`src/rtl/arb_pkg.sv`:
```
package arb_pkg;

    localparam int NUM_CH      = 60;
    localparam int PRIO_BITS   = 4;
    localparam int CFG_DW      = 8;
    localparam int IDX_W       = $clog2(NUM_CH);
    localparam int LVL_W       = PRIO_BITS + 1;
    localparam int GRP_W       = $clog2(PRIO_BITS + 1);
    localparam int THREAD_LVL  = 1 << PRIO_BITS;
    localparam int STACK_DEPTH = 1 << PRIO_BITS;
    localparam int LEAVES      = 1 << IDX_W;

    typedef enum logic [1:0] {
        SEL_PRIO  = 2'd0,
        SEL_EN    = 2'd1,
        SEL_GROUP = 2'd2,
        SEL_NONE  = 2'd3
    } cfg_sel_e;

    typedef struct packed {
        logic                 valid;
        logic [PRIO_BITS-1:0] prio;
        logic [IDX_W-1:0]     idx;
    } cand_t;

    // Preemption part of a stored priority under a given grouping
    function automatic logic [LVL_W-1:0] preempt_of(
        input logic [PRIO_BITS-1:0] p,
        input logic [GRP_W-1:0]     g
    );
        logic [LVL_W-1:0] wide;
        int               sh;
        wide = {1'b0, p};
        sh   = PRIO_BITS - int'(g);
        return wide >> sh;
    endfunction

    // Return the better of two candidates: value first, then index
    function automatic cand_t pick(input cand_t a, input cand_t b);
        if (!b.valid)          return a;
        if (!a.valid)          return b;
        if (a.prio < b.prio)   return a;
        if (b.prio < a.prio)   return b;
        if (a.idx <= b.idx)    return a;
        return b;
    endfunction

endpackage

```
`src/rtl/arb_cfg_regs.sv`:
```
module arb_cfg_regs
    import arb_pkg::*;
(
    input  logic                 clk,
    input  logic                 rst,
    input  logic                 cfg_we_i,
    input  logic [1:0]           cfg_sel_i,
    input  logic [IDX_W-1:0]     cfg_chan_i,
    input  logic [CFG_DW-1:0]    cfg_wdata_i,
    output logic [CFG_DW-1:0]    cfg_rdata_o,
    output logic [PRIO_BITS-1:0] prio_o [NUM_CH],
    output logic [NUM_CH-1:0]    en_o,
    output logic [GRP_W-1:0]     group_o
);

    localparam int PAD_W = CFG_DW - PRIO_BITS;

    cfg_sel_e sel;
    logic     chan_ok;

    assign sel     = cfg_sel_e'(cfg_sel_i);
    assign chan_ok = int'(cfg_chan_i) < NUM_CH;

    always_ff @(posedge clk) begin
        if (rst) begin
            for (int i = 0; i < NUM_CH; i++) prio_o[i] <= '0;
            en_o    <= '0;
            group_o <= '0;
        end else if (cfg_we_i) begin
            case (sel)
                SEL_PRIO: if (chan_ok) prio_o[cfg_chan_i] <= cfg_wdata_i[CFG_DW-1 -: PRIO_BITS];
                SEL_EN:   if (chan_ok) en_o[cfg_chan_i]   <= cfg_wdata_i[0];
                SEL_GROUP: begin
                    if (int'(cfg_wdata_i) <= PRIO_BITS) group_o <= cfg_wdata_i[GRP_W-1:0];
                end
                default: ;
            endcase
        end
    end

    always_comb begin
        cfg_rdata_o = '0;
        case (sel)
            SEL_PRIO:  if (chan_ok) cfg_rdata_o = {prio_o[cfg_chan_i], {PAD_W{1'b0}}};
            SEL_EN:    if (chan_ok) cfg_rdata_o = {{(CFG_DW-1){1'b0}}, en_o[cfg_chan_i]};
            SEL_GROUP: cfg_rdata_o = {{(CFG_DW-GRP_W){1'b0}}, group_o};
            default:   cfg_rdata_o = '0;
        endcase
    end

endmodule

```
`src/rtl/arb_pending.sv`:
```
module arb_pending
    import arb_pkg::*;
(
    input  logic              clk,
    input  logic              rst,
    input  logic [NUM_CH-1:0] irq_i,
    input  logic              take_i,
    input  logic [IDX_W-1:0]  take_idx_i,
    output logic [NUM_CH-1:0] pend_o
);

    logic [NUM_CH-1:0] irq_q;
    logic [NUM_CH-1:0] rise;
    logic [NUM_CH-1:0] clr;

    assign rise = irq_i & ~irq_q;

    for (genvar c = 0; c < NUM_CH; c++) begin : g_clr
        assign clr[c] = take_i && (int'(take_idx_i) == c);
    end

    always_ff @(posedge clk) begin
        if (rst) begin
            irq_q  <= '0;
            pend_o <= '0;
        end else begin
            irq_q  <= irq_i;
            pend_o <= (pend_o & ~clr) | rise;
        end
    end

endmodule

```
`src/rtl/arb_min_tree.sv`:
```
module arb_min_tree
    import arb_pkg::*;
(
    input  logic [NUM_CH-1:0]    req_i,
    input  logic [PRIO_BITS-1:0] prio_i [NUM_CH],
    output cand_t                win_o
);

    localparam int NODES = 2 * LEAVES - 1;

    cand_t leaf [LEAVES];
    cand_t node [NODES];

    for (genvar c = 0; c < LEAVES; c++) begin : g_leaf
        if (c < NUM_CH) begin : g_real
            assign leaf[c] = '{valid: req_i[c], prio: prio_i[c], idx: IDX_W'(c)};
        end else begin : g_pad
            assign leaf[c] = '{valid: 1'b0, prio: '0, idx: IDX_W'(c)};
        end
    end

    // Heap-ordered reduction: left subtrees hold the lower channel indices
    always_comb begin
        for (int i = 0; i < LEAVES; i++) node[LEAVES-1+i] = leaf[i];
        for (int i = LEAVES - 2; i >= 0; i--) node[i] = pick(node[2*i+1], node[2*i+2]);
    end

    assign win_o = node[0];

endmodule

```
`src/rtl/arb_level_stack.sv`:
```
module arb_level_stack
    import arb_pkg::*;
(
    input  logic             clk,
    input  logic             rst,
    input  logic             push_i,
    input  logic [LVL_W-1:0] push_lvl_i,
    input  logic             pop_i,
    output logic [LVL_W-1:0] act_lvl_o,
    output logic             full_o
);

    localparam int SP_W  = $clog2(STACK_DEPTH + 1);
    localparam int TOP_W = $clog2(STACK_DEPTH);

    logic [LVL_W-1:0] stk [STACK_DEPTH];
    logic [SP_W-1:0]  sp;
    logic [SP_W-1:0]  sp_m1;
    logic [TOP_W-1:0] top_idx;
    logic [TOP_W-1:0] push_idx;

    assign sp_m1    = sp - 1'b1;
    assign top_idx  = sp_m1[TOP_W-1:0];
    assign push_idx = sp[TOP_W-1:0];
    assign full_o   = (int'(sp) == STACK_DEPTH);
    assign act_lvl_o = (sp == '0) ? LVL_W'(THREAD_LVL) : stk[top_idx];

    always_ff @(posedge clk) begin
        if (rst) begin
            sp <= '0;
            for (int i = 0; i < STACK_DEPTH; i++) stk[i] <= '0;
        end else if (pop_i) begin
            if (sp != '0) sp <= sp_m1;
        end else if (push_i && !full_o) begin
            stk[push_idx] <= push_lvl_i;
            sp            <= sp + 1'b1;
        end
    end

endmodule

```
`src/rtl/grp_irq_arbiter.sv`:
```
module grp_irq_arbiter
    import arb_pkg::*;
(
    input  logic              clk,
    input  logic              rst,
    input  logic [NUM_CH-1:0] irq_i,
    input  logic              cfg_we_i,
    input  logic [1:0]        cfg_sel_i,
    input  logic [IDX_W-1:0]  cfg_chan_i,
    input  logic [CFG_DW-1:0] cfg_wdata_i,
    output logic [CFG_DW-1:0] cfg_rdata_o,
    input  logic              eoi_i,
    output logic              take_o,
    output logic [IDX_W-1:0]  vec_o,
    output logic [LVL_W-1:0]  act_lvl_o
);

    logic [PRIO_BITS-1:0] prio  [NUM_CH];
    logic [NUM_CH-1:0]    en;
    logic [GRP_W-1:0]     group;
    logic [NUM_CH-1:0]    pend;
    cand_t                win;
    logic [LVL_W-1:0]     win_pre;
    logic [LVL_W-1:0]     cur_lvl;
    logic                 stk_full;
    logic                 take_now;

    arb_cfg_regs u_cfg (
        .clk         (clk),
        .rst         (rst),
        .cfg_we_i    (cfg_we_i),
        .cfg_sel_i   (cfg_sel_i),
        .cfg_chan_i  (cfg_chan_i),
        .cfg_wdata_i (cfg_wdata_i),
        .cfg_rdata_o (cfg_rdata_o),
        .prio_o      (prio),
        .en_o        (en),
        .group_o     (group)
    );

    arb_pending u_pend (
        .clk        (clk),
        .rst        (rst),
        .irq_i      (irq_i),
        .take_i     (take_now),
        .take_idx_i (win.idx),
        .pend_o     (pend)
    );

    arb_min_tree u_tree (
        .req_i  (pend & en),
        .prio_i (prio),
        .win_o  (win)
    );

    arb_level_stack u_stk (
        .clk        (clk),
        .rst        (rst),
        .push_i     (take_now),
        .push_lvl_i (win_pre),
        .pop_i      (eoi_i),
        .act_lvl_o  (cur_lvl),
        .full_o     (stk_full)
    );

    assign win_pre  = preempt_of(win.prio, group);
    assign take_now = win.valid && (win_pre < cur_lvl) && !eoi_i && !stk_full;

    always_ff @(posedge clk) begin
        if (rst) begin
            take_o <= 1'b0;
            vec_o  <= '0;
        end else begin
            take_o <= take_now;
            if (take_now) vec_o <= win.idx;
        end
    end

    assign act_lvl_o = cur_lvl;

endmodule

```
`config.mk`:
```
export PLATFORM = sky130hd
export DESIGN_NAME = grp_irq_arbiter
export DESIGN_NICKNAME = d
export VERILOG_FILES = /design/src/rtl/arb_pkg.sv /design/src/rtl/arb_cfg_regs.sv /design/src/rtl/arb_pending.sv /design/src/rtl/arb_min_tree.sv /design/src/rtl/arb_level_stack.sv /design/src/rtl/grp_irq_arbiter.sv
export SDC_FILE = /design/constraint.sdc
export NUM_CORES = 2
export LEC_CHECK = 0
export ABC_CLOCK_PERIOD_IN_PS = 18600
export BUFFER_PORTS_ARGS = -buffer_cell sky130_fd_sc_hd__buf_2
export CORE_MARGIN = 5
export CORE_UTILIZATION = 27
export CTS_CLUSTER_SIZE = 20
export DETAILED_ROUTE_END_ITERATION = 12
export RECOVER_POWER = 25
export SLEW_MARGIN = 20
export SYNTH_ARGS = -nofsm -noshare
export SYNTH_HDL_FRONTEND = slang
export SYNTH_SLANG_ARGS = --single-unit
```
`constraint.sdc`:
```
create_clock -name clk -period 18.6 [get_ports clk]
set_input_delay 3.72 -clock clk [delete_from_list [all_inputs] [get_ports clk]]
set_output_delay 3.72 -clock clk [all_outputs]
set_load 0.02 [all_outputs]
```
==> impl_metrics.env <==
export IMPL_status="finished with violations"
export IMPL_violations="capacitance limit, slew limit"
export IMPL_antenna_left=0
export IMPL_dp_hpwl_um=93200
export IMPL_grt_pass1_vias=29060
export IMPL_crit_path_top_delay_cell="a21oi_1"
export IMPL_path_common_cell="ha_1"
export IMPL_io_buffers=98
export IMPL_avgSynthCellArea_um2=8.00
export IMPL_fin_setup_tns_ns=0
export IMPL_start_util_pct=27.1
export IMPL_synth_edff_count=64
export IMPL_cts_setup_buffers=0
export IMPL_finish_utilization_pct=30.2
export IMPL_root_buffer="clkbuf_16"
export IMPL_routedWlPerCell_um=22.5
export IMPL_async_flop_share_pct=0
export IMPL_fill_cells=12710
export IMPL_yosys_area_top_type="dfxtp_1"
export IMPL_holdBufCountCts=0
export IMPL_crit_type="flip-flop to flip-flop"
export IMPL_core_area_um2=119000
export IMPL_track_usage_pct=19.1
export IMPL_rsz0062_at_grt="false"
export IMPL_cts_buffers=54
export IMPL_power_density_nw_per_um2=74.2
export IMPL_grt_pass1_wl_um=187000
export IMPL_synth_seq_cells=499
export IMPL_h_tree_depth=2
export IMPL_vias_per_cell=5.54
export IMPL_synth_area_leaders="dfxtp_1 (27%), ha_1 (9.4%), a21oi_1 (7.2%), o21ai_0 (6.1%), edfxtp_1 (5.9%)"
export IMPL_wl_um=127000
export IMPL_cts_sinks=499
export IMPL_fp_dieH_um=356
export IMPL_synth_cells=4039
export IMPL_clockBufferDepth=3
export IMPL_drv_slew=457
export IMPL_yosys_warnings=0
export IMPL_slowest_delay_ns=0.91
export IMPL_area_growth_synth_to_final_pct=11.5
export IMPL_drt_pass1_iterations=7
export IMPL_maxCapViolations=6
export IMPL_period_share_pct=85.4
export IMPL_clock_latency_ns=0.66
export IMPL_cts_repair_resized=0
export IMPL_worstMarginPinSlew_ns=4.89
export IMPL_synthDistinctLibCells=105
export IMPL_dr_total_vias=31377
export IMPL_ys_seq_area_share_pct=32.9
export IMPL_end_kind="flip-flop"
export IMPL_grt_overflow=0
export IMPL_layout_drive_gt1_share_pct=8.46
export IMPL_clock_skew_ns=0.0306
export IMPL_globalplace_congestion=0.963
export IMPL_setup_viol=0
export IMPL_synth_top_cell_area_share_pct=27.0
export IMPL_syn_area_um2=32300
export IMPL_nets=4323
export IMPL_max_slew_margin_rel_pct=-226
export IMPL_max_freq_mhz=62.9
export IMPL_cp_start_kind="flip-flop"
export IMPL_ir_worst_vdd_v=0.0000856
export IMPL_drc=0
export IMPL_io_pins=100
export IMPL_ys_flop_type="dfxtp_1"
export IMPL_crit_required_ns=18.89
export IMPL_period_needed_ns=15.89
export IMPL_min_path_type="flip-flop to flip-flop"
export IMPL_num_rows=127
export IMPL_grt_max_degree=104
export IMPL_clk_pin_slew_ns=0.06
export IMPL_syn_nets=4363
export IMPL_die_w_um=356
export IMPL_drt_iter0_drc=3346
export IMPL_total_power_mw=2.67
export IMPL_antenna_found_initial=9
export IMPL_cts_tree="yes"
export IMPL_dieArea_um2=127000
export IMPL_crit_fanout=20
export IMPL_p_leak_nw=12.4
export IMPL_crit_arrival_ns=16.18
export IMPL_hold_viol=0
==> cell usage in the layout, fill, tap and decap left out, drive strengths merged, types with 17 or more instances in the layout <==
cell type and instances:
a221oi 17, nor2b 175, ha 244, mux2i 154, a311oi 17, inv 243, a31oi 32, nor4 19
a21oi 473, nand4 60, o21ai 415, clkbuf 94, buf 136, nand2 433, nor3 33, nor2 245
o211ai 80, edfxtp 64, nand2b 37, o22ai 33, a41oi 18, nand3 106, a22oi 147, a211oi 66
dfxtp 435
==> cell type report <==
class	count	area (µm²)	share of cell area (%)
antenna	4	10.0	0.0278
clock buffer	82	1550	4.29
clock inverter	18	215	0.597
inverter	242	908	2.52
multi-input combinational	3054	19900	55.1
sequential	499	10600	29.5
tap	1612	2020	5.60
timing repair buffer	148	841	2.33
==> flip-flops by register name, summed over array words and instances (netlist names) <==
signal	cells
take_o	1
u_cfg.en_o	60
u_cfg.group_o	3
u_cfg.prio_o	240
u_pend.irq_q	60
u_pend.pend_o	60
u_stk.sp	5
u_stk.stk	64
vec_o	6
==> metrics by stage <==
stage / instances / hold slack [ns] / cell area [µm²] / setup WS (ns)
floorplan: 4039 / 0.389 / 32300 / 7.05
global placement: 5555 / 0.400 / 34300 / 3.44
detailed placement: 5555 / 0.401 / 34300 / 2.97
CTS: 5655 / 0.413 / 36000 / 2.94
global route: 5655 / 0.429 / 36000 / 1.80
finish: 5659 / 0.407 / 36000 / 2.71
==> final timing paths <==
path	depth (start not counted)	end	slack (ns)	startpoint
setup reg to reg	55	u_stk.stk[9][0]	2.71	u_cfg.prio_o[35]
setup / recovery	55	u_stk.stk[9][0]	2.71	u_cfg.prio_o[35]
hold reg to reg	1	u_pend.pend_o[47]	0.41	u_pend.irq_q[47]
hold / removal	1	u_pend.pend_o[47]	0.41	u_pend.irq_q[47]
==> cell usage after synthesis, types with 64 or more instances <==
library cell  instances
edfxtp_1             64
a21oi_1             466
o211ai_1             80
nor2_1              241
dfxtp_1             435
mux2i_1             154
inv_1               241
nor2b_1             172
clkbuf_1            205
ha_1                244
nand3_1             103
o21ai_0             396
a22oi_1             140
nand2_1             433
==> power breakdown <==
| part | switching, mW | internal, mW | leakage [nW] | total, mW |
|---|---|---|---|---|
| Combinational | 0.289 | 0.138 | 7.34 | 0.427 |
| Sequential | 0.0441 | 1.12 | 4.20 | 1.16 |
| Clock | 0.476 | 0.606 | 0.861 | 1.08 |
| Total | 0.809 | 1.86 | 12.4 | 2.67 |
==> metal layers <==
layer	GRT usage, %	share of wire, %	vias to the layer above
met2	29.6	43	1416
met5	0	0.035	-
met4	8.14	5.1	6
met1	25.2	42	14966
li1	-	-	14662
met3	4.82	9.9	327
==> cells by family after synthesis <==
family | Yosys count | synth area share [%]
AOI/OAI and AO/OA | 1434 | 27.8
and+or+nand+nor | 1191 | 17.7
DFF | 499 | 32.9
buffers and inverters | 486 | 5.80
adders and majority gates | 244 | 9.45
muxes | 179 | 6.20
xor gates and xnor gates | 5 | 0.136
other | 1 | 0.0116
==> worst max-delay path: cells and delay by family (launching register included) <==
kind,cells,cell delay [ns]
AOI/OAI and AO/OA,27,8.48
buffers and inverters,4,0.46
adders and majority gates,7,2.14
muxes,2,0.72
DFF,1,0.40
and+or+nand+nor,15,3.29
(Power assumes the default switching activity.)
